==> src/rtl/maj_cmp_pkg.sv <==
package maj_cmp_pkg;

    // Verdict of a comparison: gt = A>B, ge = A>=B (inverted-sense "B bigger").
    typedef struct packed {
        logic gt;
        logic ge;
    } cmp_pair_t;

    // Three-input majority, the only gate used for logic besides inversion.
    function automatic logic maj3(input logic p, input logic q, input logic r);
        return (p & q) | (p & r) | (q & r);
    endfunction

    // Number of 2-bit subwords placed at the least significant end.
    function automatic int low_pairs(input int n);
        if ((n % 3) == 1)
            return 2;
        else if ((n % 3) == 2)
            return 1;
        else
            return 0;
    endfunction

    function automatic int sub_count(input int n);
        return low_pairs(n) + (n - 2 * low_pairs(n)) / 3;
    endfunction

    function automatic int sub_width(input int n, input int i);
        return (i < low_pairs(n)) ? 2 : 3;
    endfunction

    function automatic int sub_base(input int n, input int i);
        if (i < low_pairs(n))
            return 2 * i;
        else
            return 2 * low_pairs(n) + 3 * (i - low_pairs(n));
    endfunction

endpackage

==> src/rtl/maj_subword_stage.sv <==
module maj_subword_stage
    import maj_cmp_pkg::*;
#(
    parameter int W = 3
) (
    input  logic          clk,
    input  logic          rst,
    input  logic [W-1:0]  a_i,
    input  logic [W-1:0]  b_i,
    output cmp_pair_t     res_o
);

    localparam int  TOP      = W - 1;
    localparam int  MID      = W - 2;
    localparam bit  HAS_LOW  = (W == 3);

    typedef struct packed {
        logic      x;
        logic      y;
        logic      t;
        logic      u;
        cmp_pair_t res;
    } sub_st_t;

    sub_st_t st_d, st_q;

    always_comb begin
        st_d = st_q;
        // Level 1: pair terms on the two upper bits, plus the low-bit AND/OR.
        st_d.x = maj3(a_i[TOP], ~b_i[TOP], a_i[MID]);
        st_d.y = maj3(a_i[TOP], ~b_i[TOP], ~b_i[MID]);
        if (HAS_LOW) begin
            st_d.t = maj3(a_i[0], ~b_i[0], 1'b0);
            st_d.u = maj3(a_i[0], ~b_i[0], 1'b1);
        end else begin
            // A tie below a 2-bit subword: gt term 0, ge term 1.
            st_d.t = 1'b0;
            st_d.u = 1'b1;
        end
        // Level 2: fold the pair terms with the lower verdict.
        st_d.res.gt = maj3(st_q.x, st_q.y, st_q.t);
        st_d.res.ge = maj3(st_q.x, st_q.y, st_q.u);
        if (rst)
            st_d = '0;
    end

    always_ff @(posedge clk) begin
        st_q <= st_d;
    end

    assign res_o = st_q.res;

    AST_SUB_ORDER: assert property (@(posedge clk) disable iff (rst)
        res_o.gt |-> res_o.ge)
        else $error("subword verdict claims gt without ge");

endmodule

==> src/rtl/maj_merge_stage.sv <==
module maj_merge_stage
    import maj_cmp_pkg::*;
(
    input  logic      clk,
    input  logic      rst,
    input  cmp_pair_t hi_i,
    input  cmp_pair_t lo_i,
    output cmp_pair_t res_o
);

    typedef struct packed {
        cmp_pair_t res;
    } mrg_st_t;

    mrg_st_t st_d, st_q;

    always_comb begin
        st_d = st_q;
        st_d.res.gt = maj3(hi_i.gt, hi_i.ge, lo_i.gt);
        st_d.res.ge = maj3(hi_i.gt, hi_i.ge, lo_i.ge);
        if (rst)
            st_d = '0;
    end

    always_ff @(posedge clk) begin
        st_q <= st_d;
    end

    assign res_o = st_q.res;

    AST_MERGE_TIE_PASS: assert property (@(posedge clk) disable iff (rst)
        (!hi_i.gt && hi_i.ge) |=> (res_o == $past(lo_i)))
        else $error("tied upper part did not pass lower verdict");

    AST_MERGE_HI_DECIDES: assert property (@(posedge clk) disable iff (rst)
        (hi_i.gt == hi_i.ge) |=> (res_o == $past(hi_i)))
        else $error("decisive upper part was overridden");

endmodule

==> src/rtl/maj_pair_delay.sv <==
module maj_pair_delay
    import maj_cmp_pkg::*;
#(
    parameter int DEPTH = 1
) (
    input  logic      clk,
    input  logic      rst,
    input  cmp_pair_t d_i,
    output cmp_pair_t q_o
);

    typedef struct packed {
        cmp_pair_t [DEPTH-1:0] sh;
    } dly_st_t;

    dly_st_t st_d, st_q;

    always_comb begin
        st_d = st_q;
        st_d.sh[0] = d_i;
        for (int k = 1; k < DEPTH; k++) begin
            st_d.sh[k] = st_q.sh[k-1];
        end
        if (rst)
            st_d = '0;
    end

    always_ff @(posedge clk) begin
        st_q <= st_d;
    end

    assign q_o = st_q.sh[DEPTH-1];

endmodule

==> src/rtl/maj_cmp_pipe.sv <==
module maj_cmp_pipe
    import maj_cmp_pkg::*;
#(
    parameter int N = 32
) (
    input  logic          clk,
    input  logic          rst,
    input  logic [N-1:0]  a_in,
    input  logic [N-1:0]  b_in,
    input  logic          valid_in,
    output logic          cmp_gt,
    output logic          cmp_nlt,
    output logic          cmp_eq,
    output logic          cmp_lt,
    output logic          valid_out
);

    localparam int NS  = sub_count(N);
    localparam int LAT = NS + 3;

    typedef struct packed {
        logic [N-1:0]   a;
        logic [N-1:0]   b;
        logic [LAT-1:0] vld;
        logic           gt;
        logic           ge;
        logic           eq;
    } top_st_t;

    top_st_t   st_d, st_q;
    cmp_pair_t pfx [NS];

    // Subword judges and the least-to-most significant merge cascade.
    for (genvar i = 0; i < NS; i++) begin : g_sub
        localparam int SW = sub_width(N, i);
        localparam int SB = sub_base(N, i);

        cmp_pair_t sr;

        maj_subword_stage #(.W(SW)) u_sub (
            .clk   (clk),
            .rst   (rst),
            .a_i   (st_q.a[SB +: SW]),
            .b_i   (st_q.b[SB +: SW]),
            .res_o (sr)
        );

        if (i == 0) begin : g_first
            assign pfx[0] = sr;
        end else begin : g_chain
            cmp_pair_t hi;

            if (i >= 2) begin : g_dly
                maj_pair_delay #(.DEPTH(i - 1)) u_dly (
                    .clk (clk),
                    .rst (rst),
                    .d_i (sr),
                    .q_o (hi)
                );
            end else begin : g_nodly
                assign hi = sr;
            end

            maj_merge_stage u_mrg (
                .clk   (clk),
                .rst   (rst),
                .hi_i  (hi),
                .lo_i  (pfx[i-1]),
                .res_o (pfx[i])
            );
        end
    end

    always_comb begin
        st_d     = st_q;
        st_d.a   = a_in;
        st_d.b   = b_in;
        st_d.vld = {st_q.vld[LAT-2:0], valid_in};
        st_d.gt  = pfx[NS-1].gt;
        st_d.ge  = pfx[NS-1].ge;
        st_d.eq  = maj3(~pfx[NS-1].gt, pfx[NS-1].ge, 1'b0);
        if (rst)
            st_d = '0;
    end

    always_ff @(posedge clk) begin
        st_q <= st_d;
    end

    assign cmp_gt    = st_q.gt;
    assign cmp_nlt   = st_q.ge;
    assign cmp_eq    = st_q.eq;
    assign cmp_lt    = ~st_q.ge;
    assign valid_out = st_q.vld[LAT-1];

    AST_ONE_OUTCOME: assert property (@(posedge clk) disable iff (rst)
        valid_out |-> ($countones({cmp_gt, cmp_lt, cmp_eq}) == 1))
        else $error("verdict is not exactly one of gt/lt/eq");

    AST_RESET_FLUSH: assert property (@(posedge clk)
        rst |=> !valid_out)
        else $error("valid survived a reset edge");

endmodule

==> config.mk <==
export PLATFORM = sky130hd
export DESIGN_NAME = maj_cmp_pipe
export DESIGN_NICKNAME = d
export VERILOG_FILES = /design/src/rtl/maj_cmp_pkg.sv /design/src/rtl/maj_subword_stage.sv /design/src/rtl/maj_merge_stage.sv /design/src/rtl/maj_pair_delay.sv /design/src/rtl/maj_cmp_pipe.sv
export SDC_FILE = /design/constraint.sdc
export NUM_CORES = 1
export LEC_CHECK = 0
export BUFFER_PORTS_ARGS = -buffer_cell sky130_fd_sc_hd__buf_2
export CORE_MARGIN = 5
export CORE_UTILIZATION = 55
export DETAILED_ROUTE_END_ITERATION = 10
export GPL_ROUTABILITY_DRIVEN = 0
export PLACE_DENSITY = 0.75
export SYNTH_ARGS = -nofsm -noshare
export SYNTH_HDL_FRONTEND = slang
export SYNTH_SLANG_ARGS = --single-unit
==> constraint.sdc <==
create_clock -name clk -period 2.1 [get_ports clk]
set_input_delay 0.525 -clock clk [delete_from_list [all_inputs] [get_ports clk]]
set_output_delay 0.525 -clock clk [all_outputs]
set_load 0.01 [all_outputs]
==> results of run 1 <==
## cell usage after synthesis
cell type,n
and3_1,1
o31ai_1,1
dfxtp_1,256
inv_2,1
nor3_1,20
a31o_1,1
buf_2,25
nor3b_1,11
o21ai_0,41
a21oi_1,51
or3b_1,1
inv_1,11
buf_6,3
buf_4,2
a31o_2,20
nand2b_1,11
nand2_1,50
nor2b_1,172
## sequential cells by signal, indices dropped and copies added, names as in the netlist
| register | count |
|---|---|
| cmp_eq | 1 |
| g_sub.g_chain.u_mrg.res_o | 20 |
| cmp_nlt | 1 |
| cmp_gt | 1 |
| g_sub.g_chain.g_dly.u_dly.q_o | 18 |
| g_sub.g_chain.g_dly.u_dly.st_q | 72 |
| st_q | 77 |
| valid_out | 1 |
| g_sub.u_sub.res_o | 22 |
| g_sub.u_sub.st_q | 43 |
## where the power goes
part	switching (mW)	internal, mW	leakage, nW
Combinational	0.152	0.177	1.01
Clock	1.63	2.80	0.422
Sequential	0.0772	5.03	2.10
## logic make-up (layout without fill, tap and decap cells)
kind of cell / count (synthesis) / count (layout) / synth area share [%]
AO/OA/AOI/OAI: 114 / 114 / 8.66
buffers and inverters: 42 / 133 / 2.91
flip-flops: 256 / 256 / 68.1
AND/OR/NAND/NOR: 266 / 266 / 20.3
## final cells by class
type	instances	area, µm²	share of cell area [%]
repair buffers	80	479	5.38
inverters	12	45.0	0.506
flip-flops and latches	256	5120	57.6
well taps	176	220	2.47
clock inverters	6	105	1.18
multi-input cells	380	2180	24.5
clock buffers	35	743	8.35
## critical path: stages, from the launching register on
cell     delay, ns
dfxtp_1       0.32
inv_1         0.04
buf_2         0.13
## worst min path at each step
stage	to	slack (ns)	cells after the start
finish	st_q[46]	0.24	2
detailed placement	g_sub[2].u_sub.st_q[3]	0.41	1
global route	st_q[69]	0.23	2
global placement	cmp_eq	0.39	1
CTS	st_q[53]	0.22	2
floorplan	cmp_eq	0.38	1
## metrics by stage
step           cells  setup slack, ns  hold slack, ns  area, µm²
3_3_place_gp     904            0.593           0.393       8050
5_1_grt          945            0.546           0.226       8900
6_report         945            0.602           0.240       8900
2_1_floorplan    678            0.925           0.384       7530
4_1_cts          945            0.580           0.224       8900
3_5_place_dp     904            0.545           0.407       8050
## per-layer routing
metal / wire length (µm) / up-vias / track usage [%]
li1: - / 2344 / -
met1: 4570 / 2054 / 15.6
met2: 5360 / 76 / 24.6
met3: 526 / 10 / 3.30
met4: 105 / 0 / 3.22
met5: 0 / - / 0
==> metrics.md, run 1 <==
| Metric | Value |
|---|---|
| Power Density | roughly 1100 nW/µm² |
| Period minus WS final | around 1.5 ns |
| #FFs+latches synth | between 200 and 300 |
| Power Total | just under 10 mW |
| CP arrival | just under 1 ns |
| Syn_nets | between 700 and 800 |
| Drt wl/cell | between 10 and 15 µm |
| Worst-case reg-to-reg path depth | 2 |
| Final Hold Vio Count | 0 |
| Grt ovf | 0 |
| Final net count | between 800 and 900 |
| Outcome | completed |
| Clock Skew | 0.00666 ns |
| Worst hold path type | input pin to flop |
| Final wirelength | roughly 11 mm |
| Die Wd | ~130 µm |
| CTS tree | done |
| # diodes | 0 |
| Clock Latency Late Sink | ~0.49 ns |
| Vias in the first global route | ~4500 |
| RSZ-0062 raised after global routing | no |
| Initial core utilization | between 50% and 60% |
| VDD IR-drop max | approximately 0.00065 V |
| Filler Cell Count | 1018 |
| Highest Clock Rate | between 0.6 and 0.7 GHz |
| Critical Path RT | 1.57 ns |
| Average size of a mapped cell | roughly 11 µm² |
| Setup crit end kind | output port |
| CTS buffer count | 24 |
| DRT Pass-1 Iters | 4 |
| Slew at the pin with the worst max-slew slack | about 0.42 ns |
| Clock sink count | 256 |
| Tot GR Track Use | a little over an eighth |
| R2r setup slk | about 1.2 ns |
| Reg-to-reg endpoint | g_sub[0].u_sub.st_q[4] |
| Drt drc | 0 |
| CP max FO | 2 |
| Clk root buf | clkbuf_16 |
| Post-synth top area share | 68.1% |
| Top post-synthesis cells by area | dfxtp_1, nor2b_1, a21oi_1 |
| Reg-to-reg startpoint | st_q[50] |
| Commonest non-fill, non-tap cell in the layout | dfxtp_1 |
| Die Height | roughly 130 µm |
| Worst slew margin | a little under three quarters |
| DP HPWL | between 6 and 7 mm |
| Die area | approximately 16000 µm² |
| Cts repair resizes | 0 |
| Post CTS Setup Buffer Count | 0 |
| First-pass GRT wire length | around 19 mm |
| Max-Cap Viols | 0 |
| Drt via density | 4.74 |
| Most frequent cells in the layout | dfxtp_1, nor2b_1, buf_2 |
| Via count | between 4000 and 5000 |
| Yosys top cell by area | dfxtp_1 |
| CP Capture Point | cmp_lt |
| WS Path Type | flop to output port |
| H-tree depth | 1 |
| # hold bufs at CTS | 0 |
| Hold Crit Start | b_in[29] |
| Area grow syn2layout | 18.3% |
| Core Region | around 13000 µm² |
| Clk slew on worst S/H paths | about 0.060 ns |
| Post-synth cell types | 18 |
| Startpoint types | flop |
| Initial antenna violation count | 0 |
| Final period util | 71.3% |
| Setup-failing EPs final | 0 |
| Layout cells sized above 1 | between 10% and 20% |
| Largest net degree at the start of global routing | 47 |
| Leak | between 3 and 4 nW |
| PortBufs | 71 |
| Yosys warnings | 0 |
| Finished Core Util | around two thirds |
| DR iter-0 viols | 168 |
| Post-synthesis instance total | 678 |
| Max Slew Vio Count | 0 |
| Crit path launch | cmp_nlt |
| Setup TNS | 0 ns |
| Post-synthesis sequential area ratio | roughly two thirds |
| Num ports | just over 70 |
| Antenna viol nets, final | 0 |
| Clock buffer depth | 3 |
| Num rows | 42 |
| Netlist Area Pre-Place | between 7000 and 8000 µm² |
No activity file was read; power rests on OpenSTA's default activity.
==> run 2: changes to the inputs <==
Clock period 2.1 ns to 1.6 ns, I/O delays scaled along.
==> run 2 against run 1 <==
Die area is the same. Clock power rose by 27%. Clock skew up 0.0026 ns. Sequential share of layout area increased by 0.089 points. Non-clock buffer count increased by 2. Worst setup slack got worse by 0.39 ns. Cell area decreased by 0.15%. Core utilization is 0.10 points lower. Cell count increased by 0.63%. Highest routed layer unchanged.
==> metrics.md, run 2 (same netlist as run 1, synthesis figures left out) <==
| Metric | Value |
|---|---|
| Outcome | completed |
| Worst slew margin | just over 70% |
| CP bufs+invs | 2 |
| Max Slew Vio Count | 0 |
| RSZ-0062 raised after global routing | no |
| Commonest non-fill, non-tap cell in the layout | dfxtp_1 |
| Biggest register | st_q |
| CP Cell Sequence | inv_1 -> buf_2 |
| Final period util | 86.9% |
| Slew at the pin with the worst max-slew slack | around 0.42 ns |
| Comb pwr share | under 10% |
| CP max FO | 2 |
| Vias in the first global route | ~4600 |
| Cts repair resizes | 0 |
| Clk slew on worst S/H paths | around 0.060 ns |
| Power Total | around 13 mW |
| Startpoint types | flop |
| Most frequent cells in the layout | dfxtp_1, nor2b_1, buf_2 |
| DRT Pass-1 Iters | 4 |
| Die area | roughly 16000 µm² |
| Clk root buf | clkbuf_16 |
| PortBufs | 71 |
| Slowest CP cell | dfxtp_1 |
| CP arrival | slightly below 1 ns |
| Psw | 2.57 mW |
| Sw frac | about a fifth |
| Period minus WS final | 1.39 ns |
| DP HPWL | ~7.1 mm |
| Initial core utilization | a little under three fifths |
| Area grow syn2layout | 18.1% |
| Via count | about 4600 |
| Leak | 3.53 nW |
| Setup crit end kind | output port |
| Tot GR Track Use | between 10 and 15% |
| Biggest regs | st_q: 77 flops, g_sub.g_chain.g_dly.u_dly.st_q: 72 flops, g_sub.u_sub.st_q: 43 flops |
| Largest net degree at the start of global routing | 78 |
| Die Height | 127 µm |
| Delay-heaviest family, CP | flip-flops |
| Final net count | between 800 and 900 |
| First-pass GRT wire length | 19.5 mm |
| Routing usage on met2 | approximately a quarter |
| Clock Latency Late Sink | a little over 0.5 ns |
| WS Path Type | flop to output port |
| Internal Power | roughly 10 mW |
| Initial antenna violation count | 1 |
| Worst path max stage delay | 0.32 ns |
| Setup TNS | 0 ns |
| Filler Cell Count | around 1000 |
| Post CTS Setup Buffer Count | 0 |
| Core Region | between 10000 and 15000 µm² |
| Clock power share | between 40% and 50% |
| Seq pwr share | around 52% |
| Layout cells sized above 1 | about a fifth |
| Final Hold Vio Count | 0 |
| Highest Clock Rate | between 0.7 and 0.8 GHz |
| Largest register FFs | between 70 and 80 |
| Grt ovf | 0 |
| VDD IR-drop max | roughly 0.0009 V |
| Clock Skew | between 0.009 and 0.01 ns |
| Clock buffer depth | 3 |
| Final wirelength | approximately 11 mm |
| Worst hold path type | input pin to flop |
| Power Density | 1440 nW/µm² |
| Clock sink count | ~260 |
| Max-Cap Viols | 0 |
| Drt drc | 0 |
| Setup-failing EPs final | 0 |
| H-tree depth | 1 |
| GRT met1 Usage | roughly 17% |
| Routing usage on met3 | approximately 2.7% |
| Drt wl/cell | roughly 12 µm |
| Num ports | 72 |
| Die Wd | ~130 µm |
| Critical Path RT | 1.20 ns |
| CTS tree | done |
| Num rows | between 40 and 50 |
| # hold bufs at CTS | 0 |
| GRT busiest layer | met2 |
| Drt via density | roughly 4.8 |
| CTS buffer count | 24 |
| DR iter-0 viols | ~230 |
| Antenna viol nets, final | 0 |
[run 2: cell count changes in the layout (fill, tap and decap cells not counted), moves of 2 or more]
cell	before	now
buf_4	5	7
clkbuf_8	8	3
clkinv_2	3	10
clkinvlp_4	0	2
[run 2: area by class of cell]
class / instances / area, µm² / share of cell area, %
inverter: 12 / 45.0 / 0.507
antenna: 1 / 2.50 / 0.0282
clock inverter: 16 / 171 / 1.93
tap: 176 / 220 / 2.48
timing repair buffer: 82 / 494 / 5.56
multi-input combinational: 380 / 2180 / 24.6
clock buffer: 28 / 646 / 7.27
sequential: 256 / 5120 / 57.7
[run 2: path summary, 6_finish.rpt]
| check | start | end | slack (ns) | depth (start not counted) |
|---|---|---|---|---|
| max | cmp_nlt | cmp_lt | 0.21 | 2 |
| max reg2reg | st_q[50] | g_sub[0].u_sub.st_q[4] | 0.69 | 2 |
| min reg2reg | g_sub[10].g_chain.u_mrg.res_o[1] | cmp_eq | 0.41 | 1 |
| min | b_in[31] | st_q[48] | 0.1 | 2 |
[run 2: power groups by stage]
stage | clock [mW] | combinational (mW) | sequential [mW]
3_5_place_dp | 0 | 0.445 | 6.84
4_1_cts | 5.79 | 0.449 | 6.70
5_1_grt | 6.09 | 0.499 | 6.72
2_1_floorplan | 0 | 0.308 | 6.81
6_report | 5.65 | 0.442 | 6.70
3_3_place_gp | 0 | 0.421 | 6.83
[run 2: metrics by stage]
stage | setup slack (ns) | area (µm²) | utilization [%] | instances | hold slack (ns)
final | 0.210 | 8890 | 66.6 | 951 | 0.0995
after global routing | 0.158 | 8890 | 66.6 | 951 | 0.0924
after CTS | 0.182 | 8880 | 66.6 | 950 | 0.0797
after detailed placement | 0.288 | 8070 | 60.4 | 906 | 0.407
after global placement | 0.326 | 8070 | 60.4 | 906 | 0.394
after floorplan | 0.550 | 7530 | - | 678 | 0.384
[run 2: worst reg2reg max path: stages, from the launching register on]
cell and delay [ns]:
dfxtp_1 0.37, or3b_1 0.36, o31ai_1 0.08
[run 2: layer usage]
metal  wire length (µm)  vias to the layer above  part of all wire [%]
li1                   -                     2354                     -
met1               4740                     2101                    43
met2               5520                       85                    50
met3                503                       27                   4.6
met4                256                        0                   2.3
met5                  0                        -                     0
